$ cat src/rtl/cdr_sel_pkg.sv
package cdr_sel_pkg;

  typedef enum logic [2:0] {
    ST_MEAS = 3'd0,
    ST_WIN1 = 3'd1,
    ST_WIN2 = 3'd2,
    ST_EVAL = 3'd3,
    ST_LOCK = 3'd4
  } cdr_state_e;

  // Trial period k of the search: the middle trial equals x, lower k is longer.
  function automatic logic [31:0] cand_period(input logic [31:0] x,
                                              input int unsigned k,
                                              input int unsigned mid);
    return x + 32'(mid) - 32'(k);
  endfunction

  // Tracking decision: strictly past half of x means take the long period.
  function automatic logic long_pick(input logic [31:0] y, input logic [31:0] x);
    return y > (x >> 1);
  endfunction

  // Phase accumulation modulo a power-of-two bank of 2**pw phases.
  function automatic logic [31:0] phase_step(input logic [31:0] ph,
                                             input logic [31:0] per,
                                             input int unsigned pw);
    logic [31:0] s;
    s = ph + per;
    return s & ((32'd1 << pw) - 32'd1);
  endfunction

endpackage

$ cat src/rtl/cdr_bnd_search.sv
module cdr_bnd_search
  import cdr_sel_pkg::*;
#(
  parameter int MW    = 8,
  parameter int NCAND = 5,
  parameter int MINX  = 3
) (
  input  logic          clk,
  input  logic          rst,
  input  logic          slot_vld,
  input  logic          slot_edge,
  input  logic [MW-1:0] slot_meas,
  output logic          locked,
  output logic [MW-1:0] x_per,
  output logic [MW+1:0] upper_per,
  output logic [MW+1:0] lower_per
);
  localparam int PW2  = MW + 2;
  localparam int CMID = NCAND / 2;
  localparam int CW   = $clog2(NCAND);

  cdr_state_e st;
  logic [CW-1:0]  idx;
  logic [MW-1:0]  d1 [NCAND];
  logic [MW-1:0]  d2 [NCAND];
  logic [PW2-1:0] cand [NCAND];
  logic [NCAND-1:0] shrink;
  logic [NCAND-2:0] turn;
  logic [CW-1:0]  pair_k;
  logic           pair_ok;

  // Named events for the checks below.
  logic take, x_take, win_last, eval_hit, eval_miss;
  assign take      = slot_vld & slot_edge;
  assign x_take    = (st == ST_MEAS) && take && (slot_meas >= MW'(MINX));
  assign win_last  = (idx == CW'(NCAND - 1));
  assign eval_hit  = (st == ST_EVAL) && pair_ok;
  assign eval_miss = (st == ST_EVAL) && !pair_ok;

  genvar g;
  generate
    for (g = 0; g < NCAND; g++) begin : g_cand
      assign cand[g]   = PW2'(cand_period(32'(x_per), g, CMID));
      assign shrink[g] = d2[g] < d1[g];
    end
    for (g = 0; g < NCAND - 1; g++) begin : g_turn
      assign turn[g] = !shrink[g] && shrink[g+1];
    end
  endgenerate

  // Longest qualifying trial wins: scan down so index 0 is assigned last.
  always_comb begin
    pair_ok = |turn;
    pair_k  = '0;
    for (int k = NCAND - 2; k >= 0; k--) begin
      if (turn[k]) pair_k = CW'(k);
    end
  end

  always_ff @(posedge clk) begin
    if (rst) begin
      st        <= ST_MEAS;
      idx       <= '0;
      x_per     <= '0;
      upper_per <= '0;
      lower_per <= '0;
    end else begin
      case (st)
        ST_MEAS: begin
          if (x_take) begin
            x_per <= slot_meas;
            idx   <= '0;
            st    <= ST_WIN1;
          end
        end
        ST_WIN1: begin
          if (take) begin
            if (win_last) begin
              idx <= '0;
              st  <= ST_WIN2;
            end else begin
              idx <= idx + CW'(1);
            end
          end
        end
        ST_WIN2: begin
          if (take) begin
            if (win_last) begin
              idx <= '0;
              st  <= ST_EVAL;
            end else begin
              idx <= idx + CW'(1);
            end
          end
        end
        ST_EVAL: begin
          if (pair_ok) begin
            lower_per <= cand[pair_k];
            upper_per <= cand[pair_k + CW'(1)];
            st        <= ST_LOCK;
          end else begin
            st <= ST_MEAS;
          end
        end
        ST_LOCK: st <= ST_LOCK;
        default: st <= ST_MEAS;
      endcase
    end
  end

  // Distance store, no reset needed: written before it is read.
  always_ff @(posedge clk) begin
    if (take && st == ST_WIN1) d1[idx] <= slot_meas;
    if (take && st == ST_WIN2) d2[idx] <= slot_meas;
  end

  assign locked = (st == ST_LOCK);

  // the boundaries are neighbours, long one step above short
  assert_pair_adjacent_R4: assert property (@(posedge clk) disable iff (rst)
    locked |-> (lower_per == upper_per + PW2'(1)));

  // lock persists until reset
  assert_lock_holds_R5: assert property (@(posedge clk) disable iff (rst)
    locked |=> locked);

  // a period below the floor is never held once measurement has ended
  assert_x_floor_R2: assert property (@(posedge clk) disable iff (rst)
    (st != ST_MEAS) |-> (x_per >= MW'(MINX)));

  // a failed evaluation drops back to measurement without locking
  assert_restart_R6: assert property (@(posedge clk) disable iff (rst)
    eval_miss |=> (!locked && st == ST_MEAS));

  // a successful evaluation locks on the next edge
  assert_eval_lock_R5: assert property (@(posedge clk) disable iff (rst)
    eval_hit |=> locked);

endmodule

$ cat src/rtl/cdr_track.sv
module cdr_track
  import cdr_sel_pkg::*;
#(
  parameter int MW = 8
) (
  input  logic          clk,
  input  logic          rst,
  input  logic          locked,
  input  logic          slot_vld,
  input  logic          slot_edge,
  input  logic [MW-1:0] slot_meas,
  input  logic [MW-1:0] x_per,
  output logic          fire,
  output logic          choice,
  output logic          use_long
);
  logic [MW-1:0] half;
  logic          tie_or_below;

  assign half         = x_per >> 1;
  assign tie_or_below = slot_edge && (slot_meas <= half);
  assign fire         = locked & slot_vld;
  assign choice       = slot_edge ? long_pick(32'(slot_meas), 32'(x_per)) : use_long;

  always_ff @(posedge clk) begin
    if (rst || !locked) begin
      use_long <= 1'b0;
    end else if (fire) begin
      use_long <= choice;
    end
  end

  // a distance at or below half period selects the short period
  assert_tie_short_R8: assert property (@(posedge clk) disable iff (rst)
    (fire && tie_or_below) |=> !use_long);

  // an edge-free slot leaves the decision untouched
  assert_hold_choice_R9: assert property (@(posedge clk) disable iff (rst)
    (fire && !slot_edge) |=> $stable(use_long));

endmodule

$ cat src/rtl/cdr_phase_acc.sv
module cdr_phase_acc
  import cdr_sel_pkg::*;
#(
  parameter int MW  = 8,
  parameter int NPH = 128
) (
  input  logic                   clk,
  input  logic                   rst,
  input  logic                   locked,
  input  logic                   fire,
  input  logic                   choice,
  input  logic [MW+1:0]          upper_per,
  input  logic [MW+1:0]          lower_per,
  output logic [$clog2(NPH)-1:0] phase_idx,
  output logic                   smp_stb
);
  localparam int PHW = $clog2(NPH);

  logic [MW+1:0]  per;
  logic [PHW-1:0] nxt;

  assign per = choice ? lower_per : upper_per;
  assign nxt = PHW'(phase_step(32'(phase_idx), 32'(per), PHW));

  always_ff @(posedge clk) begin
    if (rst || !locked) begin
      phase_idx <= '0;
      smp_stb   <= 1'b0;
    end else begin
      smp_stb <= fire;
      if (fire) phase_idx <= nxt;
    end
  end

  // no strobe without lock
  assert_stb_locked_R7: assert property (@(posedge clk) disable iff (rst)
    smp_stb |-> locked);

  // the index only moves together with a strobe
  assert_phase_hold_R10: assert property (@(posedge clk) disable iff (rst)
    (!smp_stb && locked && $past(locked) && !$past(rst)) |-> $stable(phase_idx));

  // tracking begins at phase zero
  assert_phase_zero_R10: assert property (@(posedge clk) disable iff (rst)
    $rose(locked) |-> (phase_idx == '0));

endmodule

$ cat src/rtl/cdr_phase_ctrl.sv
module cdr_phase_ctrl
  import cdr_sel_pkg::*;
#(
  parameter int MW    = 8,
  parameter int NPH   = 128,
  parameter int NCAND = 5,
  parameter int MINX  = 3
) (
  input  logic                   clk,
  input  logic                   rst,
  input  logic                   slot_vld,
  input  logic                   slot_edge,
  input  logic [MW-1:0]          slot_meas,
  output logic [$clog2(NPH)-1:0] phase_idx,
  output logic                   smp_stb,
  output logic                   locked,
  output logic                   use_long
);
  logic [MW-1:0] x_per;
  logic [MW+1:0] upper_per;
  logic [MW+1:0] lower_per;
  logic          fire;
  logic          choice;

  cdr_bnd_search #(.MW(MW), .NCAND(NCAND), .MINX(MINX)) u_search (
    .clk       (clk),
    .rst       (rst),
    .slot_vld  (slot_vld),
    .slot_edge (slot_edge),
    .slot_meas (slot_meas),
    .locked    (locked),
    .x_per     (x_per),
    .upper_per (upper_per),
    .lower_per (lower_per)
  );

  cdr_track #(.MW(MW)) u_track (
    .clk       (clk),
    .rst       (rst),
    .locked    (locked),
    .slot_vld  (slot_vld),
    .slot_edge (slot_edge),
    .slot_meas (slot_meas),
    .x_per     (x_per),
    .fire      (fire),
    .choice    (choice),
    .use_long  (use_long)
  );

  cdr_phase_acc #(.MW(MW), .NPH(NPH)) u_phase (
    .clk       (clk),
    .rst       (rst),
    .locked    (locked),
    .fire      (fire),
    .choice    (choice),
    .upper_per (upper_per),
    .lower_per (lower_per),
    .phase_idx (phase_idx),
    .smp_stb   (smp_stb)
  );

  // reset clears the visible state on the following edge
  assert_reset_clear_R1: assert property (@(posedge clk)
    $past(rst) |-> (!locked && !smp_stb && phase_idx == '0));

endmodule

$ cat config.mk
export PLATFORM = sky130hd
export DESIGN_NAME = cdr_phase_ctrl
export DESIGN_NICKNAME = d
export VERILOG_FILES = /design/src/rtl/cdr_sel_pkg.sv /design/src/rtl/cdr_bnd_search.sv /design/src/rtl/cdr_track.sv /design/src/rtl/cdr_phase_acc.sv /design/src/rtl/cdr_phase_ctrl.sv
export SDC_FILE = /design/constraint.sdc
export NUM_CORES = 1
export LEC_CHECK = 0
export BUFFER_PORTS_ARGS = -buffer_cell sky130_fd_sc_hd__buf_4
export CAP_MARGIN = 15
export CORE_AREA = 2 2 159 122
export CTS_CLUSTER_DIAMETER = 200
export DETAILED_ROUTE_END_ITERATION = 7
export DIE_AREA = 0 0 161 124
export HOLD_SLACK_MARGIN = 0.05
export REMOVE_ABC_BUFFERS = 1
export SLEW_MARGIN = 20
export SYNTH_ARGS = -nofsm -noshare
export SYNTH_HDL_FRONTEND = slang
export SYNTH_SLANG_ARGS = --single-unit
export TNS_END_PERCENT = 100
$ cat constraint.sdc
create_clock -name clk -period 4.64 [get_ports clk]
set_input_delay 0.464 -clock clk [delete_from_list [all_inputs] [get_ports clk]]
set_output_delay 0.464 -clock clk [all_outputs]
set_load 0.02 [all_outputs]
Word level (Yosys, flattened, before mapping)
Memory sizes are Yosys's and may differ from the RTL's.
Cells that the tools add are included.
- bits in registers: 37
- memory bits (writable): 80
- bits of input ports: 12
- logic and storage cells: 91
- memories kept: 2
- memory list (name ; words ; bits a word ; read ports ; clocked after memory_dff ; wr ports ; line ; RTL):
    u_search.d1 ; 5 ; 8 ; 5 ; 0 ; 1 ; cdr_bnd_search.sv:24 ; logic [MW-1:0] d1 [NCAND];
    u_search.d2 ; 5 ; 8 ; 5 ; 0 ; 1 ; cdr_bnd_search.sv:25 ; logic [MW-1:0] d2 [NCAND];
- add/subtract/negate cells: 8
- magnitude comparators: 9
- equal/unequal tests: 11
- multiplexer cells: 27
- bitwise logic cells: 4
- reduce and logical (&&, ||, !) cells: 22
- operators with widths (cell ; number):
    binary-select mux 10 bit (select 3 bit) ; 2
    less-than comparator 8 bit ; 5
    2-to-1 mux 7 bit ; 5
    2-to-1 mux 3 bit ; 9
    subtractor 10 x 2 -> 10 bit (second input constant) ; 2
    one-hot mux 3 bit (5 select lines) ; 1
    inequality test 2 x 1 -> 1 bit (second input constant) ; 6
    subtractor 10 x 1 -> 10 bit (second input constant) ; 1
    subtractor 10 x 3 -> 10 bit (second input constant) ; 1
    adder 8 x 2 -> 9 bit (second input constant) ; 1
    >= comparator 4 bit (second input constant) ; 2
    >= comparator 8 x 2 -> 1 bit (second input constant) ; 1
    greater-than comparator 8 x 7 -> 1 bit ; 1
    logical AND 1 bit ; 8
    2-to-1 mux 2 bit ; 4
    adder 7 bit ; 1
    equality test 3 x 2 -> 1 bit (second input constant) ; 2
    equality test 3 bit (second input constant) ; 2
    one-hot mux 3 bit (2 select lines) ; 1
    zero test 1 bit ; 5
    2-to-1 mux 1 bit ; 5
    AND reduction 5 bit ; 1
    NOT 2 -> 4 bit ; 1
    NOT 3 -> 4 bit ; 1
    11 further kinds ; 13

Longest topological paths before layout
An unclocked memory read counts as a cell.
- depth after elaboration: 13
- mapped depth: 19
- depth with buffers taken out: 18

Modules after synthesis
From an unflattened synthesis, not the netlist that was laid out.
- cells, all modules: 677
- area, all modules: 7068.0 um^2
- modules (own cells, without submodules) (module ; times used ; cells an instance ; area an instance (um^2) ; seq. area each (um^2)):
    cdr_bnd_search ; 1 ; 569 ; 6164.7 ; 3083.0
    cdr_phase_acc ; 1 ; 73 ; 631.9 ; 160.2
    cdr_track ; 1 ; 35 ; 271.5 ; 20.0

Worst setup path after synthesis
No wires, ideal clock.
- path type: input -> register
- from: input slot_meas[5]
- to: register u_phase.phase_idx[6]
- setup time: 0.058 ns
- arrival: 3.921 ns
- data required time: 4.582 ns
- slack: 0.660 ns
- stages on the path: 16
- buffers on the path: 0
- path through: ha_1 > a21o_1 > a211oi_1 > inv_1 > o31ai_1 > nand2_1 > mux2_2 > ha_1 > fa_1 > a21o_1 > a21oi_1 > o21bai_1 > a21oi_1 > nor2_1 > a2111oi_0 > a31o_2
- word-level cells in the longest chain between the ends: 4
- RTL lines (element ; line ; RTL):
    start: declaration ; cdr_phase_ctrl.sv:13 ; input logic [MW-1:0] slot_meas,
    greater-than comparator 8 x 7 -> 1 bit ; cdr_sel_pkg.sv:20 ; return y > (x >> 1);
    2-to-1 mux 1 bit ; cdr_track.sv:23 ; assign choice = slot_edge ? long_pick(32'(slot_meas), 32'(x_per)) : use_long;
    2-to-1 mux 7 bit ; cdr_phase_acc.sv:22 ; assign per = choice ? lower_per : upper_per;
    adder 7 bit ; cdr_sel_pkg.sv:28 ; s = ph + per;
    end signal: assignment ; cdr_phase_acc.sv:31 ; if (fire) phase_idx <= nxt;
    end: declaration ; cdr_phase_acc.sv:14 ; output logic [$clog2(NPH)-1:0] phase_idx,
No other way between the ends.
A chain may end at the register's enable or synchronous reset.

Worst setup path after layout
- from: register u_search.x_per[6]
- to: register u_phase.phase_idx[6]
- word-level cells in the longest chain between the ends: 4
- RTL lines (element ; line ; RTL):
    start: declaration ; cdr_bnd_search.sv:14 ; output logic [MW-1:0] x_per,
    start signal: assignment ; cdr_bnd_search.sv:71 ; x_per <= slot_meas;
    greater-than comparator 8 x 7 -> 1 bit ; cdr_sel_pkg.sv:20 ;
    2-to-1 mux 1 bit ; cdr_track.sv:23 ;
    2-to-1 mux 7 bit ; cdr_phase_acc.sv:22 ;
    adder 7 bit ; cdr_sel_pkg.sv:28 ;
No other way between the ends.

==> results.py <==
metrics = {
    "floorplanning": {
        "dieWidth_um": 161,
        "boundaryPins": 22,
        "core_mm2": 0.0183,
        "start_util": 0.346,
        "die-area_mm2": 0.0200,
        "die_y_um": 124,
        "row_count": 43,
    },
    "logic_synthesis": {
        "synth_area_mm2": 0.00633,
        "synthFlopType": "edfxtp_1",
        "synthTopCellsByArea": "edfxtp_1 38%, dfxtp_1 12%, ha_1 11%",
        "ys_warn_count": 0,
        "yosysSeqAreaShare": 0.497,
        "synth.top_cell.area_share": 0.380,
        "syn_avg_cell_area_um2": 11.2,
        "ys_ff_latch": 117,
        "yosysTopAreaCell": "edfxtp_1",
        "ys_types": 69,
        "syn_inst": 564,
        "ys_async_sr_fraction": 0,
        "synth_edf_count": 80,
    },
    "global_route": {
        "antenna_found_initial": 0,
        "first_global_vias": 4482,
        "overflow": 0,
        "grt_pass1_wl_mm": 23.5,
        "grt_use_total": 0.155,
        "grt_max_degree": 31,
    },
    "setup_path": {
        "cp_max_fo": 4,
        "cp_slowest_cell": "fa_1",
        "regToRegStartpoint": "u_search.x_per[6]",
        "cp.arrival_ps": 4710,
        "end_kind": "flop",
        "r2r_setup_slack_ps": 280,
        "r2r-end": "u_phase.phase_idx[6]",
        "rr_worst_depth": 19,
        "path_cells": "inv_1, ha_1, a21o_1, a211oi_1, buf_4, inv_1, o31ai_1, buf_4, nand2_1, mux2_2, ha_1, fa_1, a21o_1, a21oi_1, o21bai_1, a21oi_1, nor2_1, a2111oi_0, a31o_2",
        "path_class": "reg2reg",
        "required_ps": 5000,
        "cp_slowest_stage_delay_ps": 410,
        "startpoint_type": "flop",
    },
    "sta": {
        "fin_crit_ps": 4360,
        "setup_tns_ps": 0,
        "fin_worst_skew_ps": 9.51,
        "hold_violations": 0,
        "rsz0062_at_grt": "false",
        "period_share": 0.939,
        "worstMarginPinSlew_ps": 820,
        "slew_viol_final": 0,
        "setup_violations": 0,
        "slew_headroom": 0.452,
        "layout_setup_ws_ps": 283,
        "max_freq_mhz": 230,
    },
    "route": {
        "wirelength_mm": 14.4,
        "num_vias": 4374,
        "drc": 0,
        "wl_per_cell_um": 16.6,
        "via_per_inst": 5.06,
        "dr.first_iter.drc_count": 322,
        "ant_nets": 0,
        "first_pass_iters": 5,
    },
    "hold_path": {
        "hold_path.class": "in2reg",
        "holdPathStages": 1,
        "hold_start": "slot_meas[0]",
        "hold_end": "u_search.d1[4][0]",
    },
    "cts": {
        "path_clk_slew_ps": 60,
        "htree_num_levels": 4,
        "clk_path_buf_depth": 2,
        "ctsHoldBuffers": 0,
        "post_cts_buffers": 0,
        "cts_resized": 0,
        "cts_tree": "yes",
        "root_buffer": "clkbuf_16",
        "clk_latency_ps": 420,
        "clock_sinks": 117,
        "cts_buffers": 17,
    },
    "place": {
        "numPortBuffers": 21,
        "gp_congestion": 0.837,
        "pre_cts_ws_ps": 166,
        "hpwl_mm": 10.3,
    },
    "final_layout": {
        "final_nets": 675,
        "diodes": 0,
        "syn2layout_area_growth_pct": 17.9,
        "drive_above_1_share": 0.163,
        "final_core_util": 0.408,
    },
    "status": {
        "status": "finished, final reports clean",
    },
    "pwr": {
        "leakagePower_nw": 2.98,
        "p_per_area_mw_per_mm2": 350,
        "ir_drop_v": 0.000198,
    },
    "run": {
        "maxCapViolCount": 0,
    },
}
## area by class of cell
cell class	instances	area, µm²
repair buffers	37	278
flip-flops and latches	117	3140
multi-input cells	373	2900
fillers	1734	10800
clock inverters	13	171
clock buffers	19	443
well taps	247	309
inverters	59	221
## worst max-delay path by stage
stage                            startpoint                    to  depth (start not counted)
after floorplan                slot_meas[5]  u_phase.phase_idx[6]                         16
after global placement         slot_meas[5]  u_phase.phase_idx[6]                         19
after detailed placement       slot_meas[5]  u_phase.phase_idx[6]                         19
after CTS                 u_search.x_per[6]  u_phase.phase_idx[6]                         19
after global routing      u_search.x_per[6]  u_phase.phase_idx[6]                         19
final                     u_search.x_per[6]  u_phase.phase_idx[6]                         19
## per-stage QoR
| stage | cells | instance area [µm²] | hold slack (ps) | total power, mW |
|---|---|---|---|---|
| floorplan | 549 | 6260 | 420 | 1.23 |
| global placement | 833 | 6850 | 435 | 1.28 |
| detailed placement | 833 | 6850 | 449 | 1.29 |
| CTS | 865 | 7460 | 326 | 2.65 |
| global route | 865 | 7460 | 334 | 2.72 |
| finish | 865 | 7460 | 350 | 2.61 |
## Yosys cell counts, drive strengths merged (10+ instances only)
library cell / instances
a211oi: 13
a21o: 18
a21oi: 24
clkbuf: 10
dfxtp: 37
edfxtp: 80
ha: 57
inv: 59
mux2i: 20
nand2: 22
nand3: 18
nor2: 50
nor3: 13
o21ai: 17
xnor2: 17
## cell families after synthesis
family          share of synthesized area
flops                               0.497
fa+ha+maj                           0.116
buf+inv                            0.0455
mux                                0.0423
simple gates                        0.119
xor+xnor                           0.0275
compound gates                      0.154
## worst max-delay path: cells and delay by family (launching register included)
| kind | cells | cell delay (ps) |
|---|---|---|
| AO/OA/AOI/OAI | 9 | 2040 |
| adder cells (fa/ha/maj) | 3 | 920 |
| buffers and inverters | 4 | 490 |
| flip-flops | 1 | 390 |
| multiplexers | 1 | 300 |
| AND/OR/NAND/NOR | 2 | 170 |
## per-layer routing
layer / GRT usage / share of wire
met1: 0.215 / 0.52
met2: 0.229 / 0.42
met3: 0.0486 / 0.052
met4: 0.0525 / 0.0084
met5: 0 / 0
## registers in the layout (all words and copies together), names as in the netlist
register and flops:
u_search.d1 40, u_search.d2 40, u_search.x_per 8, u_phase.phase_idx 7, u_search.lower_per 7, u_search.upper_per 7
u_search.idx 3, u_search.st 3, u_phase.smp_stb 1, u_track.use_long 1
## cell usage in the layout, fill, tap and decap left out, types with 7 or more instances in the layout
master / n
nand2b_1: 7
dfxtp_1: 37
buf_4: 37
mux2i_1: 20
nor4_1: 8
ha_1: 57
edfxtp_1: 80
nand2_1: 20
a211oi_1: 13
xnor2_1: 16
a21o_1: 17
nand3_1: 18
clkbuf_16: 17
nor2_1: 50
inv_1: 58
o21ai_0: 12
a21oi_1: 24
nor3_1: 13
## power breakdown
part           leakage (nW)  internal (mW)  switching (mW)  total, mW
sequential             1.02           1.12         0.00742       1.13
combinational          1.68         0.0552          0.0865      0.142
clock                 0.283          0.865           0.481       1.35
total                  2.98           2.04           0.575       2.61
Note: power is estimated with default switching activity, not from simulation.
